==> src/rtl/jtr_pkg.sv <==
package jtr_pkg;

    localparam int IR_W = 10;

    localparam logic [IR_W-1:0] OP_RECONF = 10'b00_0110_0001;
    localparam logic [IR_W-1:0] OP_IDCODE = 10'b00_0000_0110;
    localparam logic [IR_W-1:0] OP_BYPASS = {IR_W{1'b1}};

    typedef enum logic [3:0] {
        TS_TLR,
        TS_RTI,
        TS_SEL_DR,
        TS_CAP_DR,
        TS_SHIFT_DR,
        TS_EXIT1_DR,
        TS_PAUSE_DR,
        TS_EXIT2_DR,
        TS_UPD_DR,
        TS_SEL_IR,
        TS_CAP_IR,
        TS_SHIFT_IR,
        TS_EXIT1_IR,
        TS_PAUSE_IR,
        TS_EXIT2_IR,
        TS_UPD_IR
    } tap_state_e;

    // Standard TAP transition: returns the state reached after one TCK rise.
    function automatic tap_state_e tap_step(tap_state_e s, logic tms);
        tap_state_e n;
        case (s)
            TS_TLR:      n = tms ? TS_TLR      : TS_RTI;
            TS_RTI:      n = tms ? TS_SEL_DR   : TS_RTI;
            TS_SEL_DR:   n = tms ? TS_SEL_IR   : TS_CAP_DR;
            TS_CAP_DR:   n = tms ? TS_EXIT1_DR : TS_SHIFT_DR;
            TS_SHIFT_DR: n = tms ? TS_EXIT1_DR : TS_SHIFT_DR;
            TS_EXIT1_DR: n = tms ? TS_UPD_DR   : TS_PAUSE_DR;
            TS_PAUSE_DR: n = tms ? TS_EXIT2_DR : TS_PAUSE_DR;
            TS_EXIT2_DR: n = tms ? TS_UPD_DR   : TS_SHIFT_DR;
            TS_UPD_DR:   n = tms ? TS_SEL_DR   : TS_RTI;
            TS_SEL_IR:   n = tms ? TS_TLR      : TS_CAP_IR;
            TS_CAP_IR:   n = tms ? TS_EXIT1_IR : TS_SHIFT_IR;
            TS_SHIFT_IR: n = tms ? TS_EXIT1_IR : TS_SHIFT_IR;
            TS_EXIT1_IR: n = tms ? TS_UPD_IR   : TS_PAUSE_IR;
            TS_PAUSE_IR: n = tms ? TS_EXIT2_IR : TS_PAUSE_IR;
            TS_EXIT2_IR: n = tms ? TS_UPD_IR   : TS_SHIFT_IR;
            TS_UPD_IR:   n = tms ? TS_SEL_DR   : TS_RTI;
            default:     n = TS_TLR;
        endcase
        return n;
    endfunction

endpackage

==> src/rtl/jtr_tap_fsm.sv <==
module jtr_tap_fsm
    import jtr_pkg::*;
(
    input  logic       tck,
    input  logic       trst_n,
    input  logic       tms,
    output tap_state_e state_q,
    output tap_state_e state_d
);

    typedef struct packed {
        tap_state_e st;
    } fsm_t;

    fsm_t fsm_d, fsm_q;

    always_comb begin
        fsm_d    = fsm_q;
        fsm_d.st = tap_step(fsm_q.st, tms);
    end

    always_ff @(posedge tck or negedge trst_n) begin
        if (!trst_n) begin
            fsm_q.st <= TS_TLR;
        end else begin
            fsm_q <= fsm_d;
        end
    end

    assign state_q = fsm_q.st;
    assign state_d = fsm_d.st;

endmodule

==> src/rtl/jtr_ir_unit.sv <==
module jtr_ir_unit
    import jtr_pkg::*;
#(
    parameter logic [IR_W-1:0] DEF_OP = OP_IDCODE
) (
    input  logic            tck,
    input  logic            trst_n,
    input  logic            tdi,
    input  logic            line_sense,
    input  tap_state_e      state_q,
    output logic [IR_W-1:0] instr_q,
    output logic [IR_W-1:0] instr_d,
    output logic            ir_lsb
);

    localparam int PAD_W = IR_W - 3;

    typedef struct packed {
        logic [IR_W-1:0] sr;
        logic [IR_W-1:0] cur;
    } ir_t;

    ir_t ir_d, ir_q;

    always_comb begin
        ir_d = ir_q;
        case (state_q)
            TS_TLR:      ir_d.cur = DEF_OP;
            TS_CAP_IR:   ir_d.sr  = {{PAD_W{1'b0}}, line_sense, 2'b01};
            TS_SHIFT_IR: ir_d.sr  = {tdi, ir_q.sr[IR_W-1:1]};
            TS_UPD_IR:   ir_d.cur = ir_q.sr;
            default: ;
        endcase
    end

    always_ff @(posedge tck or negedge trst_n) begin
        if (!trst_n) begin
            ir_q.sr  <= '0;
            ir_q.cur <= DEF_OP;
        end else begin
            ir_q <= ir_d;
        end
    end

    assign instr_q = ir_q.cur;
    assign instr_d = ir_d.cur;
    assign ir_lsb  = ir_q.sr[0];

endmodule

==> src/rtl/jtr_dr_unit.sv <==
module jtr_dr_unit
    import jtr_pkg::*;
#(
    parameter bit              HAS_ID = 1'b1,
    parameter int              ID_W   = 32,
    parameter logic [ID_W-1:0] ID_VAL = 32'h1A5C_E0DD
) (
    input  logic       tck,
    input  logic       trst_n,
    input  logic       tdi,
    input  tap_state_e state_q,
    input  logic       sel_id,
    output logic       dr_lsb
);

    typedef struct packed {
        logic byp;
    } byp_t;

    byp_t byp_d, byp_q;

    always_comb begin
        byp_d = byp_q;
        case (state_q)
            TS_CAP_DR:   byp_d.byp = 1'b0;
            TS_SHIFT_DR: byp_d.byp = tdi;
            default: ;
        endcase
    end

    always_ff @(posedge tck or negedge trst_n) begin
        if (!trst_n) begin
            byp_q.byp <= 1'b0;
        end else begin
            byp_q <= byp_d;
        end
    end

    generate
        if (HAS_ID) begin : g_id
            typedef struct packed {
                logic [ID_W-1:0] sr;
            } id_t;

            id_t id_d, id_q;

            always_comb begin
                id_d = id_q;
                case (state_q)
                    TS_CAP_DR:   id_d.sr = ID_VAL;
                    TS_SHIFT_DR: id_d.sr = {tdi, id_q.sr[ID_W-1:1]};
                    default: ;
                endcase
            end

            always_ff @(posedge tck or negedge trst_n) begin
                if (!trst_n) begin
                    id_q.sr <= '0;
                end else begin
                    id_q <= id_d;
                end
            end

            assign dr_lsb = sel_id ? id_q.sr[0] : byp_q.byp;
        end else begin : g_no_id
            assign dr_lsb = byp_q.byp;
        end
    endgenerate

endmodule

==> src/rtl/reconf_tap_ctrl.sv <==
module reconf_tap_ctrl
    import jtr_pkg::*;
#(
    parameter bit              HAS_IDCODE = 1'b1,
    parameter int              ID_W       = 32,
    parameter logic [ID_W-1:0] IDCODE_VAL = 32'h1A5C_E0DD
) (
    input  logic tck,
    input  logic trst_n,
    input  logic tms,
    input  logic tdi,
    output logic tdo,
    output logic tdo_en,
    output logic cfg_pull_oe,
    input  logic cfg_line_sense
);

    localparam logic [IR_W-1:0] DEF_OP = HAS_IDCODE ? OP_IDCODE : OP_BYPASS;

    tap_state_e      state_q;
    tap_state_e      state_d;
    logic [IR_W-1:0] instr_q;
    logic [IR_W-1:0] instr_d;
    logic            ir_lsb;
    logic            dr_lsb;
    logic            sel_id;

    jtr_tap_fsm u_fsm (
        .tck     (tck),
        .trst_n  (trst_n),
        .tms     (tms),
        .state_q (state_q),
        .state_d (state_d)
    );

    jtr_ir_unit #(
        .DEF_OP (DEF_OP)
    ) u_ir (
        .tck        (tck),
        .trst_n     (trst_n),
        .tdi        (tdi),
        .line_sense (cfg_line_sense),
        .state_q    (state_q),
        .instr_q    (instr_q),
        .instr_d    (instr_d),
        .ir_lsb     (ir_lsb)
    );

    assign sel_id = HAS_IDCODE && (instr_q == OP_IDCODE);

    jtr_dr_unit #(
        .HAS_ID (HAS_IDCODE),
        .ID_W   (ID_W),
        .ID_VAL (IDCODE_VAL)
    ) u_dr (
        .tck     (tck),
        .trst_n  (trst_n),
        .tdi     (tdi),
        .state_q (state_q),
        .sel_id  (sel_id),
        .dr_lsb  (dr_lsb)
    );

    // Pull-down enable: registered from next state and next instruction,
    // so it tracks the Run-Test/Idle dwell exactly and is glitch-free.
    typedef struct packed {
        logic oe;
    } pull_t;

    pull_t pull_d, pull_q;

    always_comb begin
        pull_d    = pull_q;
        pull_d.oe = (state_d == TS_RTI) && (instr_d == OP_RECONF);
    end

    always_ff @(posedge tck or negedge trst_n) begin
        if (!trst_n) begin
            pull_q.oe <= 1'b0;
        end else begin
            pull_q <= pull_d;
        end
    end

    // Serial output stage, falling edge of TCK.
    typedef struct packed {
        logic tdo;
        logic en;
    } out_t;

    out_t out_d, out_q;

    always_comb begin
        out_d    = out_q;
        out_d.en = (state_q == TS_SHIFT_IR) || (state_q == TS_SHIFT_DR);
        if (state_q == TS_SHIFT_IR) begin
            out_d.tdo = ir_lsb;
        end else if (state_q == TS_SHIFT_DR) begin
            out_d.tdo = dr_lsb;
        end
    end

    always_ff @(negedge tck or negedge trst_n) begin
        if (!trst_n) begin
            out_q.tdo <= 1'b1;
            out_q.en  <= 1'b0;
        end else begin
            out_q <= out_d;
        end
    end

    assign cfg_pull_oe = pull_q.oe;
    assign tdo         = out_q.tdo;
    assign tdo_en      = out_q.en;

endmodule

==> config.mk <==
export PLATFORM = sky130hd
export DESIGN_NAME = reconf_tap_ctrl
export DESIGN_NICKNAME = d
export VERILOG_FILES = /design/src/rtl/jtr_pkg.sv /design/src/rtl/jtr_tap_fsm.sv /design/src/rtl/jtr_ir_unit.sv /design/src/rtl/jtr_dr_unit.sv /design/src/rtl/reconf_tap_ctrl.sv
export SDC_FILE = /design/constraint.sdc
export NUM_CORES = 1
export LEC_CHECK = 0
export ABC_CLOCK_PERIOD_IN_PS = 3800
export BUFFER_PORTS_ARGS = -buffer_cell sky130_fd_sc_hd__buf_2
export CAP_MARGIN = 20
export CORE_UTILIZATION = 35
export DETAILED_ROUTE_END_ITERATION = 10
export SLEW_MARGIN = 20
export SYNTH_ARGS = -nofsm -noshare
export SYNTH_HDL_FRONTEND = slang
export SYNTH_SLANG_ARGS = --single-unit
==> constraint.sdc <==
create_clock -name tck -period 3.8 [get_ports tck]
set_input_delay 0.57 -clock tck [delete_from_list [all_inputs] [get_ports tck]]
set_output_delay 0.57 -clock tck [all_outputs]
set_load 0.02 [all_outputs]
[Yosys cells after proc, flatten, opt, wreduce, memory -nomap -nowiden]
Index checks and enable logic that the tools add are counted.
Word-level totals
  register bits after elaboration: 60
  output and inout port bits: 3
  logic and storage cells: 55
  input port bits: 5
Operators by class
  equal/unequal tests: 18
  muxes and demuxes: 20
  reduce and logical (&&, ||, !) cells: 9
Operators with widths (count)
  32-bit case mux with 2 select lines: 1
  4-bit case mux with 12 select lines: 1
  10-bit case mux with 2 select lines: 2
  4-bit equality test (second input constant): 8
  4-bit by 3-bit equality test with 1-bit output (second input constant): 4
  4-bit two-way mux: 4
  10-bit by 3-bit equality test with 1-bit output (second input constant): 1
  10-bit by 7-bit equality test with 1-bit output (second input constant): 1
  4-bit by 1-bit equality test with 1-bit output (second input constant): 2
  4-bit by 2-bit equality test with 1-bit output (second input constant): 2
  1-bit two-way mux: 6
  2-bit two-way mux: 3
  3-bit two-way mux: 2
  2-bit nonzero test: 3
  4-bit zero test: 1
  2-bit OR reduction: 2
  3-bit OR reduction: 1
  1-bit case mux with 2 select lines: 1
  1-bit logical AND: 1
  1-bit logical OR: 1

[Logic depth before layout (Yosys ltp)]
Gate-level depths: netlist of run 1.
  depth in word-level cells: 5
  depth in mapped cells: 7
  mapped depth without buffers: 5

[By module]
A second synthesis of run 1 with hierarchy kept.
Second synthesis, totals
  cell total of the unflattened synthesis: 314
  area total of the unflattened synthesis: 2994.1 µm²
By module, submodules not included
  jtr_dr_unit: sequential area each 800.8 µm², area each 1438.9 µm², cells each 147, instances 1
  jtr_ir_unit: sequential area each 503.0 µm², area each 1054.8 µm², cells each 113, instances 1
  jtr_tap_fsm: sequential area each 100.1 µm², area each 314.1 µm², cells each 37, instances 1
  reconf_tap_ctrl: sequential area each 76.3 µm², area each 186.4 µm², cells each 17, instances 1

==> results of run 1 <==
-- cell families after synthesis --
family | after synthesis
buffers and inverters | 25
muxes | 2
DFF | 59
xor gates and xnor gates | 1
and+or+nand+nor | 66
AOI/OAI and AO/OA | 71
-- how the worst max path moves through the flow --
| stage | startpoint | to | depth (start not counted) |
|---|---|---|---|
| after floorplan | u_fsm.state_q[2] | tdo | 5 |
| after global placement | u_ir.instr_q[1] | tdo | 4 |
| after detailed placement | u_ir.instr_q[1] | tdo | 4 |
| after CTS | tdo | tdo | 1 |
| after global routing | tdo | tdo | 1 |
| final | tdo | tdo | 1 |
-- layout by cell type, fill, tap and decap left out, drive strengths merged, types with 4 or more instances in the layout --
master / count
o21ai: 8
nand2: 20
nand3: 13
dfrtp: 55
a21oi: 11
o22a: 17
inv: 7
nor4: 4
a22o: 16
nor4b: 4
clkbuf: 10
nor2: 11
buf: 17
o22ai: 8
-- metal layers --
layer | vias to the layer above | global-route usage | wire (um)
met5 | - | 0 | 0
met4 | 0 | 0.06667 | 55
met3 | 4 | 0.04952 | 172
met2 | 34 | 0.2208 | 2280
met1 | 864 | 0.2234 | 2558
li1 | 852 | - | -
-- final cells by class --
type,count,area [sq um]
Clock buffer,10,137.6
Clock inverter,7,92.59
Fill cell,667,4000
Inverter,6,22.52
Multi-Input combinational cell,140,905.9
Sequential cell,59,1480
Tap cell,96,120.1
Timing Repair Buffer,17,110.1
-- registers in the layout, summed over array words and instances (netlist names) --
name            count
u_dr.g_id.id_q     31
u_ir.instr_q       10
u_ir.ir_q           9
u_fsm.state_q       4
cfg_pull_oe         1
tdo                 1
tdo_en              1
u_dr.byp_q          1
u_ir.ir_lsb         1
-- metrics by stage --
step                      instances  total power [mW]  cell area [sq um]  setup WS (ns)
after detailed placement        318             1.825               2635         0.5649
final                           335             2.460               2869         0.2586
after global placement          318             1.810               2635         0.5753
after global routing            335             2.641               2869         0.2265
after CTS                       334             2.473               2861         0.2490
after floorplan                 224             1.644               2512         0.4279
-- power groups by stage --
stage	Clock, mW	Sequential (mW)	Combinational [mW]
2_1_floorplan	0.00329	0.974	0.667
3_3_place_gp	0.00329	1.03	0.775
3_5_place_dp	0.00329	1.03	0.787
4_1_cts	0.656	1.02	0.793
5_1_grt	0.692	1.05	0.895
6_report	0.642	1.02	0.794
==> summary.txt, run 1 <==
CTS
  – Number of sinks driven by the clock tree: 59
  – TritonCTS clock tree: built
  – Post-CTS sizing: 0
  – Hold-fix buffer count after cts: 0
  – Clock tree buffer depth: 2
  – # Post-CTS Setup Buffers: 0
  – Clk Latency, worst-skew pair: 0.37 ns
  – Deepest level of the CTS H-tree: 3
  – Root buffer cell: sky130_fd_sc_hd__clkbuf_8
  – Clock transition time at the flip-flop clock pins of the worst setup and hold paths: 0.07 ns
  – Total CTS buffers: 9

Die
  – Die Width: 86.73 um
  – Placeable Area: 0.006869 sq mm
  – Die footprint: 0.007521 sq mm
  – DIE HEIGHT: 86.73 um
  – Effective utilization at floorplan: 0.3658
  – Number of I/O pins: 8
  – Site row count: 30

GRT
  – Antenna violations before repair: 0
  – Number of global-route vias before repair: 1764
  – Wire length of the first global-routing pass: 8880 um
  – Remaining Overflow, GRT: 0
  – Maximum number of pins on one net before global-route repair: 39
  – GRT Util Overall: 0.1573

Synthesis
  – Proportion of synthesized area in mux cells: 0.007968
  – Async set or reset register ratio after synthesis: 1.000
  – Most used flip-flop cell after synthesis: sky130_fd_sc_hd__dfrtp_1
  – Area contributors post-synth: sky130_fd_sc_hd__dfrtp_1 (55%), sky130_fd_sc_hd__o22a_1 (5.9%), sky130_fd_sc_hd__a22o_1 (5.6%)
  – Share of Yosys cell area claimed by the top area cell type: 0.5478
  – Synthesized-area fraction occupied by xor and xnor cells: 0.003486
  – Post-synthesis share of cell area spent on full adders, half adders and majority gates: 0
  – Largest family of logic cells by synthesized area: compound AO/OA/AOI/OAI gates
  – Number of flops mapped to enable cells by yosys: 0
  – Most used standard cell by instance count after synthesis: sky130_fd_sc_hd__dfrtp_1
  – Netlist area before placement: 0.002512 sq mm
  – Cell types with the highest counts after synthesis: sky130_fd_sc_hd__dfrtp_1 (55), sky130_fd_sc_hd__nand2_1 (20), sky130_fd_sc_hd__o22a_1 (17), sky130_fd_sc_hd__a22o_1 (16), sky130_fd_sc_hd__nand3_1 (13)
  – Register bit total from synthesis: 59
  – Cell type contributing the most total cell area after synthesis: sky130_fd_sc_hd__dfrtp_1
  – Cell count after synthesis: 224
  – Number of different library cells in the post-synthesis netlist: 40
  – Synthesized net count: 229
  – Average instance area after synthesis: 11.22 sq um
  – Share of the yosys chip area belonging to registers: 0.5891
  – Yosys warning total: 0
  – Share of the synthesized area in compound gates (AO/OA/AOI/OAI): 0.2082
  – Area fraction in and, or, nand and nor cells after synthesis: 0.1409

Power and ir drop
  – Part of the power in registers: 0.417
  – Net Sw Power: 862.2 uW
  – Switch share: 0.3504
  – Worst IR drop on VDD: 0.4185 mV
  – Relative contribution of combinational cells to total power: 0.323
  – Total power density per cell area: 857.6 mW/mm^2
  – Internal power consumption: 1.598 mW
  – Clock network fraction of design power: 0.261
  – Leakage power: 1.279 nW

Layout
  – Net count reported at finish: 239
  – Area growth syn-to-layout: 14.19%
  – Diodes inserted: 0
  – Share of layout cells above drive strength 1: 0.1674
  – Final core utilization: 0.4177

Critical path
  – Flop-to-flop setup slack: 0.57 ns
  – CP bufs+invs: 1
  – Slowest cell on the critical path: sky130_fd_sc_hd__dfstp_2
  – Depth of the worst register-to-register path: 4
  – Required time reported for the critical path endpoint: 3.23 ns
  – Source of the worst register-to-register timing path: u_ir.instr_q[1]
  – Crit path arrival time: 2.97 ns
  – Cell family with most CP delay: flip-flops
  – Type of destination of the critical path: output pin
  – Startpoint type of the worst setup path: flop
  – Series of cell instances along the critical path: buf_2
  – Biggest cell delay along the critical path: 0.54 ns
  – Highest net fanout along the worst path: 2
  – Crit path kind: flop to output pin
  – RR Endpoint: tdo

Outcome
  – Outcome: complete, no violations

STA
  – RSZ-0062 raised after global routing: false
  – Fin. max-slew vios: 0
  – Count of endpoints failing setup in the final report: 0
  – Fin. Hold Viols: 0
  – Relative slew slack: 0.6316
  – Final Skew: 0.04333 ns
  – Worst-case hold slack: 0.2048 ns
  – Least-Margin Pin Slew: 0.5506 ns
  – Final TNS setup: 0 ns

Drt
  – Post-detailed-routing wire length: 5066 um
  – Vias per Instance: 5.236
  – Antenna violation net count after detailed routing: 0
  – Count of unresolved DRC violations after routing: 0
  – Number of detailed-routing iterations run before antenna repair: 4
  – Initial drt markers: 129
  – DR WL/cell: 15.12 um
  – Number of vias after detailed routing: 1754

Place
  – Number of port buffers: 7
  – Routability congestion estimate: 0.7606
  – Half-perimeter wire length of the detailed placement result: 3303 um

Min path
  – Path category of the worst min-delay check: input pin to async pin

Flow run
  – Max-cap violations: 0
Power figures use the tool's default switching activity.
==> run 2, diff against run 1 <==
--- a/config.mk
+++ b/config.mk
@@ -5,11 +5,12 @@
 export SDC_FILE = /design/constraint.sdc
 export NUM_CORES = 1
 export LEC_CHECK = 0
-export ABC_CLOCK_PERIOD_IN_PS = 3800
+export ABC_CLOCK_PERIOD_IN_PS = 4500
 export BUFFER_PORTS_ARGS = -buffer_cell sky130_fd_sc_hd__buf_2
 export CAP_MARGIN = 20
 export CORE_UTILIZATION = 35
 export DETAILED_ROUTE_END_ITERATION = 10
+export SETUP_SLACK_MARGIN = 0.4
 export SLEW_MARGIN = 20
 export SYNTH_ARGS = -nofsm -noshare
 export SYNTH_HDL_FRONTEND = slang
==> constraint.sdc (replaced) <==
create_clock -name tck -period 4.5 [get_ports tck]
set_input_delay 0.675 -clock tck [delete_from_list [all_inputs] [get_ports tck]]
set_output_delay 0.675 -clock tck [all_outputs]
set_load 0.02 [all_outputs]
==> summary.txt, run 2 (synthesized netlist as in run 1, its figures left out) <==
Critical path
  – Slowest cell on the critical path: sky130_fd_sc_hd__dfstp_2
  – Flop-to-flop setup slack: 0.73 ns
  – Biggest cell delay along the critical path: 0.54 ns
  – Depth of the worst register-to-register path: 4
  – Required time reported for the critical path endpoint: 3.83 ns
  – Startpoint type of the worst setup path: flop
  – RR Endpoint: tdo
  – Source of the worst register-to-register timing path: u_fsm.state_q[1]
  – Type of destination of the critical path: output pin
  – CP bufs+invs: 1
  – Crit path kind: flop to output pin
  – Crit path arrival time: 3.31 ns
  – Highest net fanout along the worst path: 2
  – Series of cell instances along the critical path: buf_2
  – Cell family with most CP delay: flip-flops

CTS
  – Clock tree buffer depth: 2
  – TritonCTS clock tree: built
  – Root buffer cell: sky130_fd_sc_hd__clkbuf_8
  – # Post-CTS Setup Buffers: 0
  – Clk Latency, worst-skew pair: 0.37 ns
  – Total CTS buffers: 9
  – Hold-fix buffer count after cts: 0
  – Clock transition time at the flip-flop clock pins of the worst setup and hold paths: 0.06 ns
  – Deepest level of the CTS H-tree: 3
  – Post-CTS sizing: 0
  – Number of sinks driven by the clock tree: 59

Outcome
  – Outcome: complete, no violations

STA
  – Fin. Hold Viols: 0
  – Least-Margin Pin Slew: 0.7134 ns
  – Worst-case hold slack: 0.4898 ns
  – Final Skew: 0.03744 ns
  – Relative slew slack: 0.5244
  – Final TNS setup: 0 ns
  – Fin. max-slew vios: 0
  – RSZ-0062 raised after global routing: false
  – Count of endpoints failing setup in the final report: 0

GRT
  – GRT Util Overall: 0.1541
  – Remaining Overflow, GRT: 0
  – Wire length of the first global-routing pass: 8700 um
  – Number of global-route vias before repair: 1643
  – Maximum number of pins on one net before global-route repair: 58
  – Antenna violations before repair: 0

Layout
  – Most common cell after layout, fill and taps aside: sky130_fd_sc_hd__dfrtp_1
  – Top register by number of flip-flops: u_dr.g_id.id_q
  – Max FFs per register: 31
  – Most frequent cells in the layout: sky130_fd_sc_hd__dfrtp_1 (55), sky130_fd_sc_hd__nand2_1 (20), sky130_fd_sc_hd__o22a_1 (17)
  – Filler Cells Inserted: 656
  – Net count reported at finish: 237
  – Area growth syn-to-layout: 12.60%
  – Diodes inserted: 0
  – Footprint of the multi-input gates: 905.9 sq um
  – Share of layout cells above drive strength 1: 0.1610
  – Final core utilization: 0.4118
  – Area occupied by registers: 0.001480 sq mm

Power and ir drop
  – Total power density per cell area: 710.3 mW/mm^2
  – Worst IR drop on VDD: 0.2646 mV
  – Leakage power: 1.257 nW

Die
  – Site row count: 30
  – Effective utilization at floorplan: 0.3658
  – Die footprint: 0.007521 sq mm
  – Die Width: 86.73 um
  – Number of I/O pins: 8
  – Placeable Area: 0.006869 sq mm
  – DIE HEIGHT: 86.73 um

Min path
  – Capture endpoint of the worst hold path: u_dr.g_id.id_q[25]
  – Cell count of the worst hold path: 1
  – Startpoint of the tightest hold check path: u_dr.g_id.id_q[25]
  – Path category of the worst min-delay check: flop to flop

Place
  – Routability congestion estimate: 0.7811
  – Number of port buffers: 7
  – Half-perimeter wire length of the detailed placement result: 3205 um

Drt
  – Post-detailed-routing wire length: 5025 um
  – Number of detailed-routing iterations run before antenna repair: 4
  – Initial drt markers: 174
  – Count of unresolved DRC violations after routing: 0
  – Number of vias after detailed routing: 1713
  – DR WL/cell: 15.14 um
  – Antenna violation net count after detailed routing: 0
  – Vias per Instance: 5.160

Flow run
  – Max-cap violations: 0
## run 2: routing by layer
| layer | global-route usage | up-vias | wire length [um] |
|---|---|---|---|
| met5 | 0 | - | 0 |
| met4 | 0.06364 | 0 | 68 |
| met3 | 0.04667 | 7 | 179 |
| met2 | 0.2013 | 22 | 2134 |
| met1 | 0.2338 | 837 | 2642 |
| li1 | - | 847 | - |
## run 2: layout make-up
type                       instances  share of cell area
sequential                        59              0.5232
inverter                           6            0.007961
clock inverter                     5             0.01902
multi-input combinational        140              0.3202
tap                               96             0.04246
clock buffer                      11             0.05352
timing repair buffer              15             0.03361
## run 2: worst max path at each step
stage / depth (start not counted) / slack (ns) / to / startpoint
after floorplan: 5 / 0.78 / tdo / u_fsm.state_q[2]
after global placement: 4 / 0.76 / tdo / u_fsm.state_q[1]
after detailed placement: 4 / 0.74 / tdo / u_fsm.state_q[1]
after CTS: 1 / 0.49 / tdo / tdo
after global routing: 1 / 0.45 / tdo / tdo
final: 1 / 0.51 / tdo / tdo
## run 2: power breakdown
group	switching, mW	internal [mW]	total (mW)
Clock	0.205	0.283	0.488
Combinational	0.354	0.288	0.642
Sequential	0.155	0.725	0.880
## run 2: through the flow
stage	cells	power (mW)	setup slack [ns]	area, sq um
floorplan	224	1.388	0.7779	2512
global placement	316	1.518	0.7588	2620
detailed placement	316	1.524	0.7416	2620
CTS	331	2.016	0.4882	2821
global route	332	2.152	0.4545	2829
finish	332	2.009	0.5100	2829
